$ cat config.mk
export PLATFORM = sky130hd
export DESIGN_NAME = flash_rma_arbiter
export DESIGN_NICKNAME = d
export VERILOG_FILES = /design/src/rtl/flash_rma_arbiter.sv
export SDC_FILE = /design/constraint.sdc
export NUM_CORES = 1
export LEC_CHECK = 0
export ABC_CLOCK_PERIOD_IN_PS = 3000
export BUFFER_PORTS_ARGS = -buffer_cell sky130_fd_sc_hd__buf_2
export CORE_MARGIN = 2
export CORE_UTILIZATION = 30
export CTS_CLUSTER_DIAMETER = 30
export DETAILED_ROUTE_END_ITERATION = 8
export GPL_TIMING_DRIVEN = 0
export PLACE_DENSITY_LB_ADDON = 0.15
export SYNTH_ARGS = -nofsm -noshare
export SYNTH_HDL_FRONTEND = slang
export SYNTH_SLANG_ARGS = --single-unit
export TNS_END_PERCENT = 30
$ cat constraint.sdc
create_clock -name clk_i -period 3 [get_ports clk_i]
set_input_delay 0.3 -clock clk_i [delete_from_list [all_inputs] [get_ports clk_i]]
set_output_delay 0.3 -clock clk_i [all_outputs]
set_load 0.02 [all_outputs]
$ cat src/rtl/flash_rma_arbiter.sv
module flash_rma_arbiter #(
  parameter int OP_W = 2,
  parameter int NUM_PART = 4,
  localparam int PartW = (NUM_PART > 1) ? $clog2(NUM_PART) : 1
) (
  input  logic             clk_i,
  input  logic             rst_ni,
  input  logic             sw_req_i,
  input  logic [OP_W-1:0]  sw_op_i,
  output logic             sw_gnt_o,
  output logic             sw_done_o,
  input  logic             hw_req_i,
  input  logic [OP_W-1:0]  hw_op_i,
  output logic             hw_gnt_o,
  output logic             hw_done_o,
  output logic             be_req_o,
  output logic [OP_W-1:0]  be_op_o,
  output logic             be_src_o,
  input  logic             be_done_i,
  input  logic             rma_req_i,
  output logic             rma_ack_o,
  output logic             wipe_req_o,
  output logic [PartW-1:0] wipe_part_o,
  input  logic             wipe_done_i,
  output logic             disable_o
);

  // Idle and the terminal state are three bits apart.
  typedef enum logic [5:0] {
    ST_IDLE  = 6'b001011,
    ST_SW    = 6'b010110,
    ST_HW    = 6'b100101,
    ST_WIPE  = 6'b111000,
    ST_DEAD  = 6'b110011
  } state_e;

  localparam logic [PartW-1:0] LastPart = PartW'(NUM_PART - 1);

  state_e           state_q, state_d;
  logic [PartW-1:0] part_q, part_d;
  logic [OP_W-1:0]  op_q;
  logic             in_idle, in_sw, in_hw, in_wipe;

  assign in_idle = (state_q == ST_IDLE);
  assign in_sw   = (state_q == ST_SW);
  assign in_hw   = (state_q == ST_HW);
  assign in_wipe = (state_q == ST_WIPE);

  assign sw_gnt_o    = in_idle & ~rma_req_i & sw_req_i;
  assign hw_gnt_o    = in_idle & ~rma_req_i & ~sw_req_i & hw_req_i;
  assign be_req_o    = in_sw | in_hw;
  assign be_src_o    = in_hw;
  assign be_op_o     = op_q;
  assign sw_done_o   = in_sw & be_done_i;
  assign hw_done_o   = in_hw & be_done_i;
  assign wipe_req_o  = in_wipe;
  assign wipe_part_o = part_q;
  assign disable_o   = ~(in_idle | in_sw | in_hw | in_wipe);
  assign rma_ack_o   = disable_o & rma_req_i;

  always_comb begin
    state_d = state_q;
    part_d  = part_q;
    case (state_q)
      ST_IDLE: begin
        if (rma_req_i)     state_d = ST_WIPE;
        else if (sw_req_i) state_d = ST_SW;
        else if (hw_req_i) state_d = ST_HW;
      end
      ST_SW, ST_HW: if (be_done_i) state_d = ST_IDLE;
      ST_WIPE: begin
        if (wipe_done_i) begin
          if (part_q == LastPart) state_d = ST_DEAD;
          else                    part_d  = part_q + 1'b1;
        end
      end
      ST_DEAD: state_d = ST_DEAD;
      default: state_d = ST_DEAD;
    endcase
  end

  always_ff @(posedge clk_i or negedge rst_ni) begin
    if (!rst_ni) begin
      state_q <= ST_IDLE;
      part_q  <= '0;
      op_q    <= '0;
    end else begin
      state_q <= state_d;
      part_q  <= part_d;
      if (sw_gnt_o)      op_q <= sw_op_i;
      else if (hw_gnt_o) op_q <= hw_op_i;
    end
  end

endmodule

==> metrics.md, run 1 <==
| Metric | Value |
|---|---|
| CTS tree | `yes` |
| Syn nets | `67` |
| Startpoint Class | `flip-flop` |
| Post-synth EDFFs | `0` |
| Initial antenna violation count | `0` |
| Die ar. | `0.00233 mm^2` |
| Post-CTS setup buffers | `0` |
| Comb power frac | `5.7%` |
| WS Path Type | `flip-flop to output port` |
| Total CTS buffers | `3` |
| DRT Pass-1 Iters | `4` |
| Critical Path Fanout Max | `4` |
| Via count | `503` |
| Status | `finished clean` |
| Crit path time final | `2.08 ns` |
| Worst min-delay path startpoint | `sw_op_i[1]` |
| Hold crit path type | `input pin to flip-flop` |
| Maximum resistive drop on vdd | `205 uV` |
| Leakage power | `0.409 nW` |
| Total GRT Usage | `a little over an eighth` |
| Slew Viols, Final | `0` |
| Placeable Area | `~0.0019 mm^2` |
| Clock network power share | `45.2%` |
| Hold WS | `0.260 ns` |
| Share of cells above drive strength 1 | `45.8%` |
| Final period utilization | `69.4%` |
| P_sw | `0.0583 mW` |
| GP Congestion | `roughly 0.7` |
| DP Wirelength | `1020 um` |
| FFs w/ async S/R, synth | `100%` |
| FF+latch count, synth | `10` |
| Netlist cell types | `31` |
| Post-Syn Area per Cell | `10.7 um^2` |
| Cts repair resizes | `0` |
| Final setup viols | `0` |
| # IOs | `24` |
| Total grt overflow | `0` |
| Root Driver | `clkbuf_4` |
| Site row count | `16` |
| Worst slew pin tran | `0.335 ns` |
| Primary FF master, synth | `dfrtp_1` |
| Clock Skews | `0.00272 ns` |
| CP Data Required Time | `about 2.7 ns` |
| Max Fclk | `0.480 GHz` |
| RSZ-0062 raised after global routing | `no` |
| Fin. Hold Viols | `0` |
| Die height | `48.3 um` |
| Clock Latency Late Sink | `0.27 ns` |
| # DRC | `0` |
| P_int | `0.216 mW` |
| Maximum buffer depth of the clock tree | `2` |
| Synth Cell Area | `589 um^2` |
| Wirelength per Cell | `11.7 um` |
| Setup TNS | `0 ns` |
| Drt via density | `4.57` |
| Fin nets | `96` |
| Vias in the first global route | `521` |
| Post-CTS Hold Fix Bufs | `1` |
| I/O Buffers | `23` |
| Most frequent cells in the layout | `buf_2, dfrtp_1, nor2_1, inv_1` |
| Yosys Warn Count | `0` |
| H-tree depth | `1` |
| Remaining antenna violation count after routing | `0` |
| Switching part of the total | `21.2%` |
| Cell count of the worst hold path | `2` |
| Wire length of the first global-routing pass | `2330 um` |
| RR Startpoint | `state_q[3]$_DFFE_PN1P_` |
| Max Cap Viol | `0` |
| CP startpoint | `state_q[1]$_DFFE_PN1P_` |
| DRT Wirelength | `around 1300 um` |
| Cells after Synth | `55` |
| Post-synthesis sequential area ratio | `43.1%` |
| Die X | `48.3 um` |
| Worst-case reg-to-reg path depth | `4` |
| Largest net degree at the start of global routing | `11` |
| Initial core utilization | `a little under a third` |
| Worst Setup End Kind | `output port` |
| Reg power frac | `49.2%` |
| Max-Slew Margin vs Limit | `77.6%` |
| Sink Count | `10` |
| Clock transition at path regs | `roughly 0.07 ns` |
| Most common cell after layout, fill and taps aside | `buf_2` |
| Initial DRC Count | `6` |
| Diode count | `0` |
| Area Overhead vs Synth | `33.1%` |
| Power per Cell Area | `350 mW/mm^2` |
| CP Data Arrival Time | `1.78 ns` |
[critical path: stages (launching register included)]
cell,delay (ns)
dfstp_2,0.55
nand4bb_1,0.21
a21o_1,0.19
inv_1,0.07
nor3_1,0.20
and2_1,0.14
buf_2,0.15
[synthesized netlist by cell type, types with 2 or more instances]
cell       n  area (um^2)
a21oi_1    2         10.0
and2_1     2         12.5
dfrtp_1    7          175
dfstp_2    3         78.8
inv_1      4         15.0
mux2_1     2         22.5
mux2_2     3         33.8
nand2_1    2         7.51
nand2b_1   2         12.5
nand3_1    2         10.0
nand3b_1   2         15.0
nand4bb_1  2         22.5
nor2_1     4         15.0
[area by class of cell]
cell class,instances,area [um^2]
inverter,4,15.0
fill,204,1120
sequential,10,254
timing repair buffer,24,125
clock buffer,4,36.3
tap,27,33.8
multi-input combinational,41,320
[power by group through the flow]
stage,clock [mW],sequential (mW),combinational (mW)
after global routing,0.135,0.135,0.0183
final,0.124,0.135,0.0155
after floorplan,0,0.137,0.00352
after global placement,0,0.137,0.0148
after detailed placement,0,0.137,0.0150
after CTS,0.132,0.135,0.0161
[flip-flops by register name, indices dropped and copies added (netlist names)]
signal       flops
wipe_part_o      2
state_q          6
be_op_o          2
[per-stage QoR]
step | power (mW) | worst slack, ns | cells | instance area (um^2) | utilization [%]
after floorplan | 0.141 | 0.849 | 55 | 589 | -
after global placement | 0.152 | 1.18 | 105 | 738 | 38.8
after detailed placement | 0.152 | 1.16 | 105 | 738 | 38.8
after CTS | 0.283 | 0.900 | 110 | 785 | 41.3
after global routing | 0.288 | 0.719 | 110 | 785 | 41.3
final | 0.274 | 0.917 | 110 | 785 | 41.3
[path summary, 6_finish.rpt]
kind                                              endpoint  slack [ns]
worst max-delay path                             rma_ack_o        0.92
worst min-delay path                be_op_o[1]$_DFFE_PN0P_        0.26
worst max register to register      be_op_o[1]$_DFFE_PN0P_        1.16
worst min register to register  wipe_part_o[0]$_DFFE_PN0P_        0.50
max in group asynchronous           state_q[1]$_DFFE_PN1P_        2.32
min in group asynchronous           state_q[2]$_DFFE_PN0P_        0.42
[routing by layer]
| metal | routed length [um] | vias to the layer above | GRT usage, % |
|---|---|---|---|
| met5 | 0 | - | 0 |
| met2 | 682 | 8 | 21.5 |
| met3 | 41 | 2 | 1.85 |
| met4 | 8 | 0 | 8.57 |
| li1 | - | 255 | - |
| met1 | 558 | 238 | 16.6 |
[logic make-up after synthesis]
| logic type | synth area share [%] |
|---|---|
| simple gates | 29.3 |
| xor+xnor | 1.49 |
| compound gates | 11.9 |
| mux | 9.55 |
| flops | 43.1 |
| fa+ha+maj | 2.12 |
| buf+inv | 2.55 |
Power figures use the tool's default switching activity.
==> inputs of run 2 (changes only) <==
--- a/config.mk
+++ b/config.mk
@@ -5,7 +5,7 @@
 export SDC_FILE = /design/constraint.sdc
 export NUM_CORES = 1
 export LEC_CHECK = 0
-export ABC_CLOCK_PERIOD_IN_PS = 3000
+export ABC_CLOCK_PERIOD_IN_PS = 1900
 export BUFFER_PORTS_ARGS = -buffer_cell sky130_fd_sc_hd__buf_2
 export CORE_MARGIN = 2
 export CORE_UTILIZATION = 30
==> constraint.sdc (replaced) <==
create_clock -name clk_i -period 1.9 [get_ports clk_i]
set_input_delay 0.19 -clock clk_i [delete_from_list [all_inputs] [get_ports clk_i]]
set_output_delay 0.19 -clock clk_i [all_outputs]
set_load 0.02 [all_outputs]
==> run 2 against run 1 <==
Combinational power rose by 77%. Critical path depth stayed put. Flip-flop and latch count unchanged. Sequential share of layout area is 3.6 points lower. Clock power up 56%. Sequential power rose by 58%. Count of clock-buffer cells in the layout stayed put. Register-to-register slack lost 1.0 ns. Final cell count increased by 4.5%.
==> metrics.md, run 2 (synthesized netlist as in run 1, its figures left out) <==
| Metric | Value |
|---|---|
| Max Cap Viol | `0` |
| CP Data Arrival Time | `1.68 ns` |
| WHS Endpoint | `be_op_o[0]$_DFFE_PN0P_` |
| Total GRT Usage | `13.3%` |
| Root Driver | `clkbuf_4` |
| Crit path time final | `between 1.5 and 2 ns` |
| Placed cell count | `between 100 and 150` |
| Area Overhead vs Synth | `50.7%` |
| Maximum buffer depth of the clock tree | `2` |
| # DRC | `0` |
| Fin. Hold Viols | `0` |
| Diode count | `0` |
| Final period utilization | `98.2%` |
| Placeable Area | `approximately 0.0019 mm^2` |
| R2R Path End | `be_op_o[1]$_DFFE_PN0P_` |
| DRT Wirelength | `1400 um` |
| Fin nets | `slightly above 100` |
| Share of cells above drive strength 1 | `58.0%` |
| Largest net degree at the start of global routing | `11` |
| Routed met3 length | `60 um` |
| Drt via density | `~4.8` |
| Wire length of the first global-routing pass | `2390 um` |
| Sink Count | `10` |
| Worst slew pin tran | `0.232 ns` |
| Initial core utilization | `31.0%` |
| Most frequent cells in the layout | `buf_2, dfrtp_1, buf_4, nor2_1` |
| Via count | `551` |
| Site row count | `16` |
| Die height | `48.3 um` |
| DP Wirelength | `approximately 1000 um` |
| Max Fclk | `0.536 GHz` |
| DRT Pass-1 Iters | `4` |
| Initial antenna violation count | `0` |
| Maximum resistive drop on vdd | `288 uV` |
| Worst min-delay path startpoint | `sw_op_i[0]` |
| Metal2 WL | `684 um` |
| Max reg flops | `6` |
| Clock Skews | `0.000939 ns` |
| Largest register by flop count | `state_q` |
| Total CTS buffers | `3` |
| Worst reg2reg setup slack | `roughly 0.13 ns` |
| Power per Cell Area | `between 400 and 500 mW/mm^2` |
| Worst Setup End Kind | `output port` |
| Die ar. | `0.00233 mm^2` |
| CP Data Required Time | `1.71 ns` |
| CTS tree | `yes` |
| Cell count of the worst hold path | `2` |
| Remaining antenna violation count after routing | `0` |
| Vias in the first global route | `537` |
| Final Power | `0.434 mW` |
| I/O Buffers | `23` |
| Leakage power | `about 0.45 nW` |
| Final Non-Filler Cells | `115` |
| Status | `finished clean` |
| H-tree depth | `1` |
| Slew Viols, Final | `0` |
| RR Startpoint | `state_q[0]$_DFFE_PN1P_` |
| Hold crit path type | `input pin to flip-flop` |
| GP Congestion | `0.689` |
| Die X | `48.3 um` |
| Final setup viols | `0` |
| Wirelength per Cell | `12.1 um` |
| Max-Slew Margin vs Limit | `between 80% and 90%` |
| WS Path Type | `flip-flop to output port` |
| Worst-case reg-to-reg path depth | `4` |
| Clock transition at path regs | `0.07 ns` |
| Critical Path Fanout Max | `5` |
| Highest metal used | `met4` |
| Most common cell after layout, fill and taps aside | `buf_2` |
| Initial DRC Count | `3` |
| Startpoint Class | `flip-flop` |
| Clock Latency Late Sink | `0.26 ns` |
| Total grt overflow | `0` |
| # IOs | `24` |
| Wire length on met1 | `639 um` |
| RSZ-0062 raised after global routing | `yes` |
==> run 2: cell count changes in the layout (fill, tap and decap cells not counted), sizes merged <==
cell and change:
buf +5
==> run 2: power breakdown <==
group          internal [mW]  total, mW  switching (mW)  leakage [nW]
clock network          0.116      0.193          0.0768        0.0210
logic                 0.0140     0.0274          0.0134         0.309
registers              0.213      0.213     0.000000734         0.118
total                  0.343      0.434          0.0903         0.449
==> run 2: worst max-delay path by stage <==
stage	startpoint	end	slack, ns	depth (start not counted)
after floorplan	state_q[1]$_DFFE_PN1P_	rma_ack_o	0.06	5
after global placement	state_q[3]$_DFFE_PN1P_	be_op_o[0]$_DFFE_PN0P_	0.09	4
after detailed placement	state_q[3]$_DFFE_PN1P_	be_op_o[0]$_DFFE_PN0P_	0.11	4
after CTS	state_q[0]$_DFFE_PN1P_	rma_ack_o	-0.004	5
after global routing	state_q[0]$_DFFE_PN1P_	rma_ack_o	-0.06	6
final	state_q[0]$_DFFE_PN1P_	rma_ack_o	0.03	6
==> run 2: per-layer routing <==
| layer | track usage [%] | up-vias |
|---|---|---|
| li1 | - | 270 |
| met1 | 17.9 | 267 |
| met2 | 20.6 | 12 |
| met3 | 1.85 | 2 |
| met4 | 7.14 | 0 |
| met5 | 0 | - |
==> run 2: area by class of cell <==
cell class,instances,area (um^2)
Tap cell,27,33.8
Clock buffer,4,36.3
Multi-Input combinational cell,41,373
Fill cell,205,1010
Timing Repair Buffer,29,175
Inverter,4,15.0
Sequential cell,10,255
==> run 2: stage by stage <==
stage	setup WS (ns)	utilization [%]	setup TNS (ns)	instance area (um^2)	hold WS [ns]
floorplan	0.0586	-	0	594	-0.106
global placement	0.0937	39.1	0	743	0.0697
detailed placement	0.113	39.1	0	743	0.0672
CTS	-0.00408	46.4	-0.00408	883	0.157
global route	-0.0553	46.7	-0.0553	888	0.157
finish	0.0345	46.7	0	888	0.155
==> run 2: what timing repair did <==
action | in CTS | in global routing
hold buffers | 1 | 0
resized for setup | 10 | 3
hold endpoints to repair | 7 | 0
buffers inserted | 5 | 0
pin swaps | 4 | 2
setup endpoints to repair | 1 | 3
==> run 2: critical path, stage by stage (launching register included) <==
cell,delay [ns]
dfstp_2,0.57
nand4bb_4,0.15
a21o_1,0.17
inv_2,0.06
nor3_4,0.19
and2_4,0.16
buf_6,0.11
